--- src/rtl/sqsel_pkg.sv ---
package sqsel_pkg;

  // Lowest bit index of stage k when stage widths grow by one from first_w.
  function automatic int stage_lo(input int first_w, input int k);
    return k * first_w + (k * (k - 1)) / 2;
  endfunction

  // Width of stage k.
  function automatic int stage_w(input int first_w, input int k);
    return first_w + k;
  endfunction

  // Total operand width covered by n stages.
  function automatic int total_w(input int first_w, input int n);
    return stage_lo(first_w, n);
  endfunction

endpackage

--- src/rtl/sqsel_setup.sv ---
module sqsel_setup #(
  parameter int W = 4
) (
  input  logic [W-1:0] a_i,
  input  logic [W-1:0] b_i,
  output logic [W-1:0] prop_o,
  output logic [W-1:0] gen_o
);

  for (genvar i = 0; i < W; i++) begin : g_bit
    assign prop_o[i] = a_i[i] ^ b_i[i];
    assign gen_o[i]  = a_i[i] & b_i[i];
  end

endmodule

--- src/rtl/sqsel_chain.sv ---
module sqsel_chain #(
  parameter int W = 4
) (
  input  logic [W-1:0] prop_i,
  input  logic [W-1:0] gen_i,
  input  logic         cin_i,
  output logic [W:0]   carry_o
);

  // Ripple chain: bit i+1 carry is generate or (propagate and bit i carry).
  function automatic logic [W:0] run_chain(input logic [W-1:0] p,
                                           input logic [W-1:0] g,
                                           input logic c0);
    logic [W:0] c;
    c[0] = c0;
    for (int i = 0; i < W; i++) begin
      c[i+1] = g[i] | (p[i] & c[i]);
    end
    return c;
  endfunction

  always_comb carry_o = run_chain(prop_i, gen_i, cin_i);

  // with no propagating bit, the chain end depends only on the top generate.
  always_comb begin
    if (prop_i == '0) begin
      assert_chain_kill_R3: assert (carry_o[W] == gen_i[W-1])
        else $error("chain end ignores kill/generate at top bit");
    end
  end

endmodule

--- src/rtl/sqsel_stage.sv ---
module sqsel_stage #(
  parameter int W      = 4,
  parameter bit DIRECT = 1'b0
) (
  input  logic [W-1:0] a_i,
  input  logic [W-1:0] b_i,
  input  logic         cin_i,
  output logic [W-1:0] sum_o,
  output logic         cout_o
);

  logic [W-1:0] prop_w;
  logic [W-1:0] gen_w;
  logic [W:0]   carry_sel_w;

  sqsel_setup #(.W(W)) setup_i (
    .a_i    (a_i),
    .b_i    (b_i),
    .prop_o (prop_w),
    .gen_o  (gen_w)
  );

  if (DIRECT) begin : g_direct
    sqsel_chain #(.W(W)) chain_i (
      .prop_i  (prop_w),
      .gen_i   (gen_w),
      .cin_i   (cin_i),
      .carry_o (carry_sel_w)
    );
  end else begin : g_dual
    logic [W:0] carry_zero_w;
    logic [W:0] carry_one_w;

    sqsel_chain #(.W(W)) chain_zero_i (
      .prop_i  (prop_w),
      .gen_i   (gen_w),
      .cin_i   (1'b0),
      .carry_o (carry_zero_w)
    );

    sqsel_chain #(.W(W)) chain_one_i (
      .prop_i  (prop_w),
      .gen_i   (gen_w),
      .cin_i   (1'b1),
      .carry_o (carry_one_w)
    );

    assign carry_sel_w = cin_i ? carry_one_w : carry_zero_w;

    // a chain assuming carry 1 never holds a 0 where the carry-0 chain holds a 1.
    always_comb begin
      assert_chain_order_R4: assert ((carry_zero_w & ~carry_one_w) == '0)
        else $error("carry-0 chain exceeds carry-1 chain");
    end
  end

  assign sum_o  = prop_w ^ carry_sel_w[W-1:0];
  assign cout_o = carry_sel_w[W];

  // stage slice adds correctly on its own.
  always_comb begin
    assert_stage_sum_R1: assert ({cout_o, sum_o} ==
                                 ({1'b0, a_i} + {1'b0, b_i} + {{W{1'b0}}, cin_i}))
      else $error("stage slice sum mismatch");
  end

  // an all-propagate stage forwards its incoming carry.
  always_comb begin
    if (&(a_i ^ b_i)) begin
      assert_stage_fwd_R3: assert (cout_o == cin_i && sum_o == {W{~cin_i}})
        else $error("all-propagate stage did not forward carry");
    end
  end

endmodule

--- src/rtl/sqsel_adder.sv ---
module sqsel_adder
  import sqsel_pkg::*;
#(
  parameter int FIRST_W    = 2,
  parameter int NUM_STAGES = 5
) (
  input  logic [total_w(FIRST_W, NUM_STAGES)-1:0] a_i,
  input  logic [total_w(FIRST_W, NUM_STAGES)-1:0] b_i,
  input  logic                                     cin_i,
  output logic [total_w(FIRST_W, NUM_STAGES)-1:0] sum_o,
  output logic                                     cout_o
);

  localparam int WIDTH = total_w(FIRST_W, NUM_STAGES);

  // Carry entering each stage; entry NUM_STAGES is the adder carry-out.
  logic stage_carry_w [NUM_STAGES+1];

  assign stage_carry_w[0] = cin_i;

  for (genvar k = 0; k < NUM_STAGES; k++) begin : g_stage
    localparam int SLO = stage_lo(FIRST_W, k);
    localparam int SW  = stage_w(FIRST_W, k);

    sqsel_stage #(
      .W      (SW),
      .DIRECT (k == 0)
    ) stage_i (
      .a_i    (a_i[SLO +: SW]),
      .b_i    (b_i[SLO +: SW]),
      .cin_i  (stage_carry_w[k]),
      .sum_o  (sum_o[SLO +: SW]),
      .cout_o (stage_carry_w[k+1])
    );
  end

  assign cout_o = stage_carry_w[NUM_STAGES];

  // full-width result equals the arithmetic sum.
  always_comb begin
    assert_full_sum_R1: assert ({cout_o, sum_o} ==
                                ({1'b0, a_i} + {1'b0, b_i} + {{WIDTH{1'b0}}, cin_i}))
      else $error("adder result mismatch");
  end

  // a generate at the top bit always leaves as carry-out.
  always_comb begin
    if (a_i[WIDTH-1] & b_i[WIDTH-1]) begin
      assert_cout_gen_R5: assert (cout_o)
        else $error("top-bit generate lost");
    end
  end

  // an all-propagate word passes carry-in straight to carry-out.
  always_comb begin
    if (&(a_i ^ b_i)) begin
      assert_word_fwd_R3: assert (cout_o == cin_i)
        else $error("all-propagate word did not forward carry-in");
    end
  end

endmodule

--- config.mk ---
export PLATFORM = sky130hd
export DESIGN_NAME = sqsel_adder
export DESIGN_NICKNAME = d
export VERILOG_FILES = /design/src/rtl/sqsel_pkg.sv /design/src/rtl/sqsel_setup.sv /design/src/rtl/sqsel_chain.sv /design/src/rtl/sqsel_stage.sv /design/src/rtl/sqsel_adder.sv
export SDC_FILE = /design/constraint.sdc
export NUM_CORES = 1
export LEC_CHECK = 0
export ABC_AREA = 1
export BUFFER_PORTS_ARGS = -buffer_cell sky130_fd_sc_hd__clkbuf_2
export CAP_MARGIN = 40
export CELL_PAD_IN_SITES_DETAIL_PLACEMENT = 1
export CELL_PAD_IN_SITES_GLOBAL_PLACEMENT = 2
export CORE_MARGIN = 8
export CORE_UTILIZATION = 26
export DETAILED_ROUTE_END_ITERATION = 16
export GPL_TIMING_DRIVEN = 0
export PLACE_DENSITY_LB_ADDON = 0.1
export SYNTH_ARGS = -nofsm -noshare
export SYNTH_HDL_FRONTEND = slang
export SYNTH_HIERARCHICAL = 1
export SYNTH_SLANG_ARGS = --single-unit
--- constraint.sdc ---
create_clock -name vclk -period 9.5
set_input_delay 2.375 -clock vclk [all_inputs]
set_output_delay 2.375 -clock vclk [all_outputs]
set_load 0.03 [all_outputs]
## Word-level counts from Yosys, hierarchy flattened

Index checks and enable logic that the tools add are counted.
Widths: inputs -> output; s select.

- Muxes and demuxes: 4
- Bitwise logic cells: 109

Operators by type and width:

| operator | number |
|---|---|
| $and 1x1->1 | 50 |
| $or 1x1->1 | 34 |
| $xor 1x1->1 | 20 |
| $mux 7 | 1 |
| $mux 6 | 1 |
| $xor 6x6->6 | 1 |
| $mux 5 | 1 |
| $xor 5x5->5 | 1 |
| $mux 4 | 1 |
| $xor 4x4->4 | 1 |
| $xor 3x3->3 | 1 |
| $xor 2x2->2 | 1 |

- Bits of input ports: 41
- Logic and storage cells: 113
- Flip-flop bits (word level): 0
- Output and inout port bits: 21

## Logic depth before layout (Yosys ltp)

Gate-level depths: netlist of run 1.

- Depth after elaboration: 14
- Mapped depth: 22
- Depth with buffers taken out: 19

## Cells and area by module

Netlist of run 1, hierarchy kept.

Modules (own cells, without submodules):

| module | area each (um^2) | seq. area each (um^2) | instances | cells an instance |
|---|---|---|---|---|
| sqsel_stage (g_stage[4].stage_i) | 281.5 | 0.0 | 1 | 68 |
| sqsel_stage (g_stage[3].stage_i) | 241.5 | 0.0 | 1 | 58 |
| sqsel_chain (g_stage[4].stage_i.g_dual.chain_one_i ...) | 97.6 | 0.0 | 2 | 19 |
| sqsel_stage (g_stage[2].stage_i) | 193.9 | 0.0 | 1 | 47 |
| sqsel_chain (g_stage[3].stage_i.g_dual.chain_one_i ...) | 81.3 | 0.0 | 2 | 16 |
| sqsel_stage (g_stage[1].stage_i) | 153.9 | 0.0 | 1 | 37 |
| sqsel_chain (g_stage[2].stage_i.g_dual.chain_one_i ...) | 65.1 | 0.0 | 2 | 13 |
| sqsel_chain (g_stage[1].stage_i.g_dual.chain_one_i ...) | 48.8 | 0.0 | 2 | 10 |
| sqsel_setup (g_stage[4].stage_i.setup_i) | 75.1 | 0.0 | 1 | 6 |
| sqsel_setup (g_stage[3].stage_i.setup_i) | 62.6 | 0.0 | 1 | 5 |
| sqsel_setup (g_stage[2].stage_i.setup_i) | 50.0 | 0.0 | 1 | 4 |
| sqsel_setup (g_stage[1].stage_i.setup_i) | 37.5 | 0.0 | 1 | 3 |
| sqsel_stage (g_stage[0].stage_i) | 37.5 | 0.0 | 1 | 10 |
| sqsel_chain (g_stage[0].stage_i.g_direct.chain_i) | 32.5 | 0.0 | 1 | 7 |
| sqsel_setup (g_stage[0].stage_i.setup_i) | 25.0 | 0.0 | 1 | 2 |

## Worst setup path after synthesis of run 1

Ideal clock, no wire load.

- Path type: input to output
- Start: in a_i[0]
- End: out sum_o[16]
- Setup slack: 2719 ps
- Data arrival time: 4406 ps
- Required time: 7125 ps
- Buffers on the path: 4
- Stages on the path: 22
- Cells stage by stage: ha_1 nand2_1 nand2_2 nand2_1 nand2_1 buf_6 inv_2 nand2_1 nand2_1 buf_6 inv_2 nand2_1 nand2_1 inv_2 buf_6 nand2_1 nand2_1 inv_2 buf_6 nand2_1 nand3_1 nand2_1

RTL lines:

| what | line | text |
|---|---|---|
| from (decl) | sqsel_adder.sv:7 | `input logic [total_w(FIRST_W, NUM_STAGES)-1:0] a_i,` |
| to (decl) | sqsel_adder.sv:10 | `output logic [total_w(FIRST_W, NUM_STAGES)-1:0] sum_o,` |

==> flow_metrics.tcl, run 1 <==
set metrics [dict create \
    hpwl_um 4190 \
    grt_pass1_wl_um 8600 \
    vias_per_cell 4.10 \
    max-cap-violations 0 \
    slew_violations 0 \
    post_synth_num_cell_types 9 \
    routed_wl_um 4520 \
    num_rows 30 \
    combinationalPowerShare_pct 100.0 \
    drc 0 \
    startpoint_type "primary input" \
    numPortBuffers 62 \
    place_congestion 0.724 \
    internal_power_uw 72.3 \
    switching_power_uw 136 \
    cts_hold_buf 0 \
    area_growth_syn_to_layout_pct 24.8 \
    critPathCaptureType "output port" \
    critPathKind "in -> out" \
    netlist_instances 363 \
    rsz0062_at_grt "false" \
    overflow 0 \
    io_pins 62 \
    seq_cells 0 \
    finalCritPeriodShare_pct 76.3 \
    power_uw 208 \
    grt_max_degree 11 \
    crit_required_ps 7130 \
    outcome "completed" \
    die_h_um 98.7 \
    ant_nets 0 \
    period_minus_slack_ps 7250 \
    power_frac_seq_pct 0 \
    synth.cell_area_mm2 0.00178 \
    sw_frac_of_total_pct 65.3 \
    ir_worst_vdd_v 0.0000258 \
    fp.dieArea_mm2 0.00973 \
    grt_pass1_vias 2152 \
    max_freq_mhz 138 \
    postCtsSetupRepairBufs 0 \
    antenna_found_initial 0 \
    ff_latch_area_um2 0 \
    worstPathArrival_ps 4870 \
    final-setup-viol-count 0 \
    die_w_um 98.7 \
    fin_nets 496 \
    grt.total_usage_pct 9.75 \
    n_clock_buffer 0 \
    yosys_warnings 6 \
    drtPass1Iterations 3 \
    worstPathMaxFanout 10 \
    finalHoldViolations 0 \
    first_iter_violations 28 \
    start_util_pct 26.4 \
    drive_above_1_share_pct 30.0 \
    n_antenna_cell 0 \
    yosysSeqAreaShare_pct 0 \
    tns_ps 0 \
    hp-class "in -> out" \
    instances_no_fill 513 \
    placed_cells 513 \
    cts_resized 0 \
    power_leakage_uw 0.00156 \
    coreArea_mm2 0.00672 \
    synth.avg_cell_area_um2 4.89 \
    holdWs_ps 5240 \
    vias 2101 \
    num-fill-cells 998 \
    wl_per_cell_um 8.80 \
    cellPowerDensity_mw_per_mm2 94.0 \
    final_util_pct 33.0 \
    clock_power_share_pct 0 \
]
==> metal layers <==
layer	global-route usage, %	share of wire, %
met1	10.8	43
met2	19.2	50
met3	2.33	6.6
met4	0	0
met5	0	0
==> cells in the final DEF (no fill, tap or decap) <==
master and count:
nand2_1 135, inv_1 96, clkbuf_2 62, nand2_2 49, nand3_1 36, ha_1 20
conb_1 16, buf_4 11, buf_6 4, inv_2 4
==> final timing paths <==
path / from / endpoint / slack [ps] / depth (start not counted)
worst max-delay path: a_i[0] / sum_o[17] / 2250 / 24
worst min-delay path: cin_i / sum_o[0] / 5240 / 6
==> final cells by class <==
class	instances	area [µm²]	area share [%]
Buffer	15	128	5.76
Inverter	100	375	16.9
Multi-Input combinational cell	256	1300	58.8
Tap cell	80	100	4.51
Timing Repair Buffer	62	310	14.0
==> cells in the mapped netlist, drive strengths merged <==
master / instances / area, µm²
nand2: 184 / 813
inv: 100 / 375
nand3: 36 / 180
ha: 20 / 250
buf: 15 / 128
conb: 8 / 30.0
==> logic make-up (layout without fill, tap and decap cells) <==
logic type               count (synthesis)  in the layout  synth area share [%]
adder cells (fa/ha/maj)                 20             20                  14.1
buffers and inverters                  115            177                  28.3
other                                    8             16                  1.69
AND/OR/NAND/NOR                        220            220                  55.9
==> per-stage QoR <==
step	worst slack [ps]	cell area, µm²
2_1_floorplan	2720	1810
3_3_place_gp	2230	2220
3_5_place_dp	2180	2220
4_1_cts	2180	2220
5_1_grt	1900	2220
6_report	2250	2220
==> critical path, stage by stage <==
cell and delay, ps:
clkbuf_2 80, ha_1 320, nand2_1 90, nand2_2 60, nand2_1 60, nand2_1 60, buf_6 130, inv_2 110
nand2_1 70, nand2_1 70, buf_6 140, inv_2 90, nand2_1 70, nand2_1 90, inv_2 70, buf_6 130
nand2_1 50, nand2_1 180, inv_2 90, buf_6 140, nand2_1 50, nand3_1 60, nand2_1 80, clkbuf_2 200
==> power groups by stage <==
stage               clock (µW)  sequential [µW]  combinational [µW]
detailed placement           0                0                 213
global placement             0                0                 211
global route                 0                0                 239
CTS                          0                0                 214
floorplan                    0                0                 160
finish                       0                0                 208
Note: power is estimated with default switching activity, not from simulation.
==> inputs of run 2 (changes only) <==
--- a/config.mk
+++ b/config.mk
@@ -11,7 +11,7 @@
 export CELL_PAD_IN_SITES_DETAIL_PLACEMENT = 1
 export CELL_PAD_IN_SITES_GLOBAL_PLACEMENT = 2
 export CORE_MARGIN = 8
-export CORE_UTILIZATION = 26
+export CORE_UTILIZATION = 24
 export DETAILED_ROUTE_END_ITERATION = 16
 export GPL_TIMING_DRIVEN = 0
 export PLACE_DENSITY_LB_ADDON = 0.1
==> constraint.sdc (replaced) <==
create_clock -name vclk -period 7.4
set_input_delay 1.85 -clock vclk [all_inputs]
set_output_delay 1.85 -clock vclk [all_outputs]
set_load 0.03 [all_outputs]
==> flow_metrics.tcl, run 2 (synthesis results as in run 1) <==
set metrics [dict create \
    ir_worst_vdd_v 0.0000374 \
    worstPathArrival_ps 4310 \
    fin_nets 496 \
    die_h_um 102 \
    ant_nets 0 \
    crit_path_cell_trace "clkbuf_2 > ha_1 > nand2_1 > nand2_2 > nand2_1 > nand2_1 > buf_6 > inv_2 > nand2_1 > nand2_1 > buf_6 > inv_2 > nand2_1 > nand2_1 > inv_2 > buf_6 > nand2_1 > nand2_1 > inv_2 > buf_6 > nand2_1 > nand3_1 > nand2_1 > clkbuf_2" \
    crit_required_ps 5550 \
    wl_per_cell_um 8.61 \
    drc 0 \
    max_freq_mhz 162 \
    final-setup-viol-count 0 \
    antenna_found_initial 0 \
    mostFrequentLayoutCells "nand2_1 (135), inv_1 (96), clkbuf_2 (62)" \
    grt_pass1_vias 2120 \
    finalCritPeriodShare_pct 83.2 \
    coreArea_mm2 0.00721 \
    grt_pass1_wl_um 8410 \
    numPortBuffers 62 \
    rsz0062_at_grt "false" \
    critPathSlowestCell "ha_1" \
    n_clock_buffer 0 \
    fp.dieArea_mm2 0.0104 \
    worstPathMaxFanout 10 \
    cts_hold_buf 0 \
    overflow 0 \
    critPathMaxStageDelay_ps 310 \
    drive_above_1_share_pct 30.0 \
    path_common_cell "nand2_1" \
    io_pins 62 \
    period_minus_slack_ps 6160 \
    final_common_cell "nand2_1" \
    hpwl_um 4220 \
    die_w_um 102 \
    final_util_pct 31.1 \
    first_iter_violations 17 \
    num_rows 31 \
    power_leakage_uw 0.00156 \
    vias 2092 \
    power_uw 268 \
    outcome "completed" \
    drtPass1Iterations 2 \
    start_util_pct 24.6 \
    max-cap-violations 0 \
    slew_violations 0 \
    grt_max_degree 11 \
    tns_ps 0 \
    n_antenna_cell 0 \
    cellPowerDensity_mw_per_mm2 120 \
    cts_resized 0 \
    critPathCaptureType "output port" \
    ff_latch_area_um2 0 \
    critPathKind "in -> out" \
    postCtsSetupRepairBufs 0 \
    finalHoldViolations 0 \
    num-fill-cells 1073 \
    place_congestion 0.734 \
    vias_per_cell 3.93 \
    area_growth_syn_to_layout_pct 26.1 \
    hp-class "in -> out" \
    routed_wl_um 4580 \
    seq_cells 0 \
    grt.total_usage_pct 9.07 \
    startpoint_type "primary input" \
]
[run 2: cell counts in the layout (fill, tap and decap cells not counted)]
Identical to the previous run, type by type.
[run 2: worst paths after layout]
path                  cells after the start        end  slack, ps  startpoint
worst max-delay path                     24  sum_o[19]       1240      a_i[0]
worst min-delay path                      6   sum_o[0]       4170       cin_i
[run 2: stage by stage]
step / area (µm²) / hold slack [ps] / std cells / worst slack, ps
after floorplan: 1810 / 4030 / 371 / 1670
after global placement: 2240 / 4170 / 532 / 1170
after detailed placement: 2240 / 4180 / 532 / 1150
after CTS: 2240 / 4180 / 532 / 1140
after global routing: 2240 / 4240 / 532 / 944
final: 2240 / 4170 / 532 / 1240
[run 2: critical path, delay by kind of cell]
family | cells | cell delay (ps)
fa+ha+maj | 1 | 310
simple gates | 13 | 940
buf+inv | 10 | 1180
[run 2: power by group]
| part | total [µW] | leakage (µW) | switching [µW] | internal [µW] |
|---|---|---|---|---|
| Clock | 0 | 0 | 0 | 0 |
| Sequential | 0 | 0 | 0 | 0 |
| Combinational | 268 | 0.00156 | 175 | 92.9 |
| Total | 268 | 0.00156 | 175 | 92.9 |
[run 2: per-layer routing]
layer	track usage (%)	routed length, µm	vias to the layer above
met3	1.36	272	0
li1	-	-	1151
met1	10.6	1990	909
met4	0	0	0
met5	0	0	-
met2	17.6	2320	32
[run 2: layout make-up]
class,count,area [µm²],area share [%]
Multi-Input combinational cell,256,1300,58.2
Inverter,100,375,16.8
Timing Repair Buffer,62,310,13.8
Buffer,15,128,5.70
Tap cell,99,124,5.53
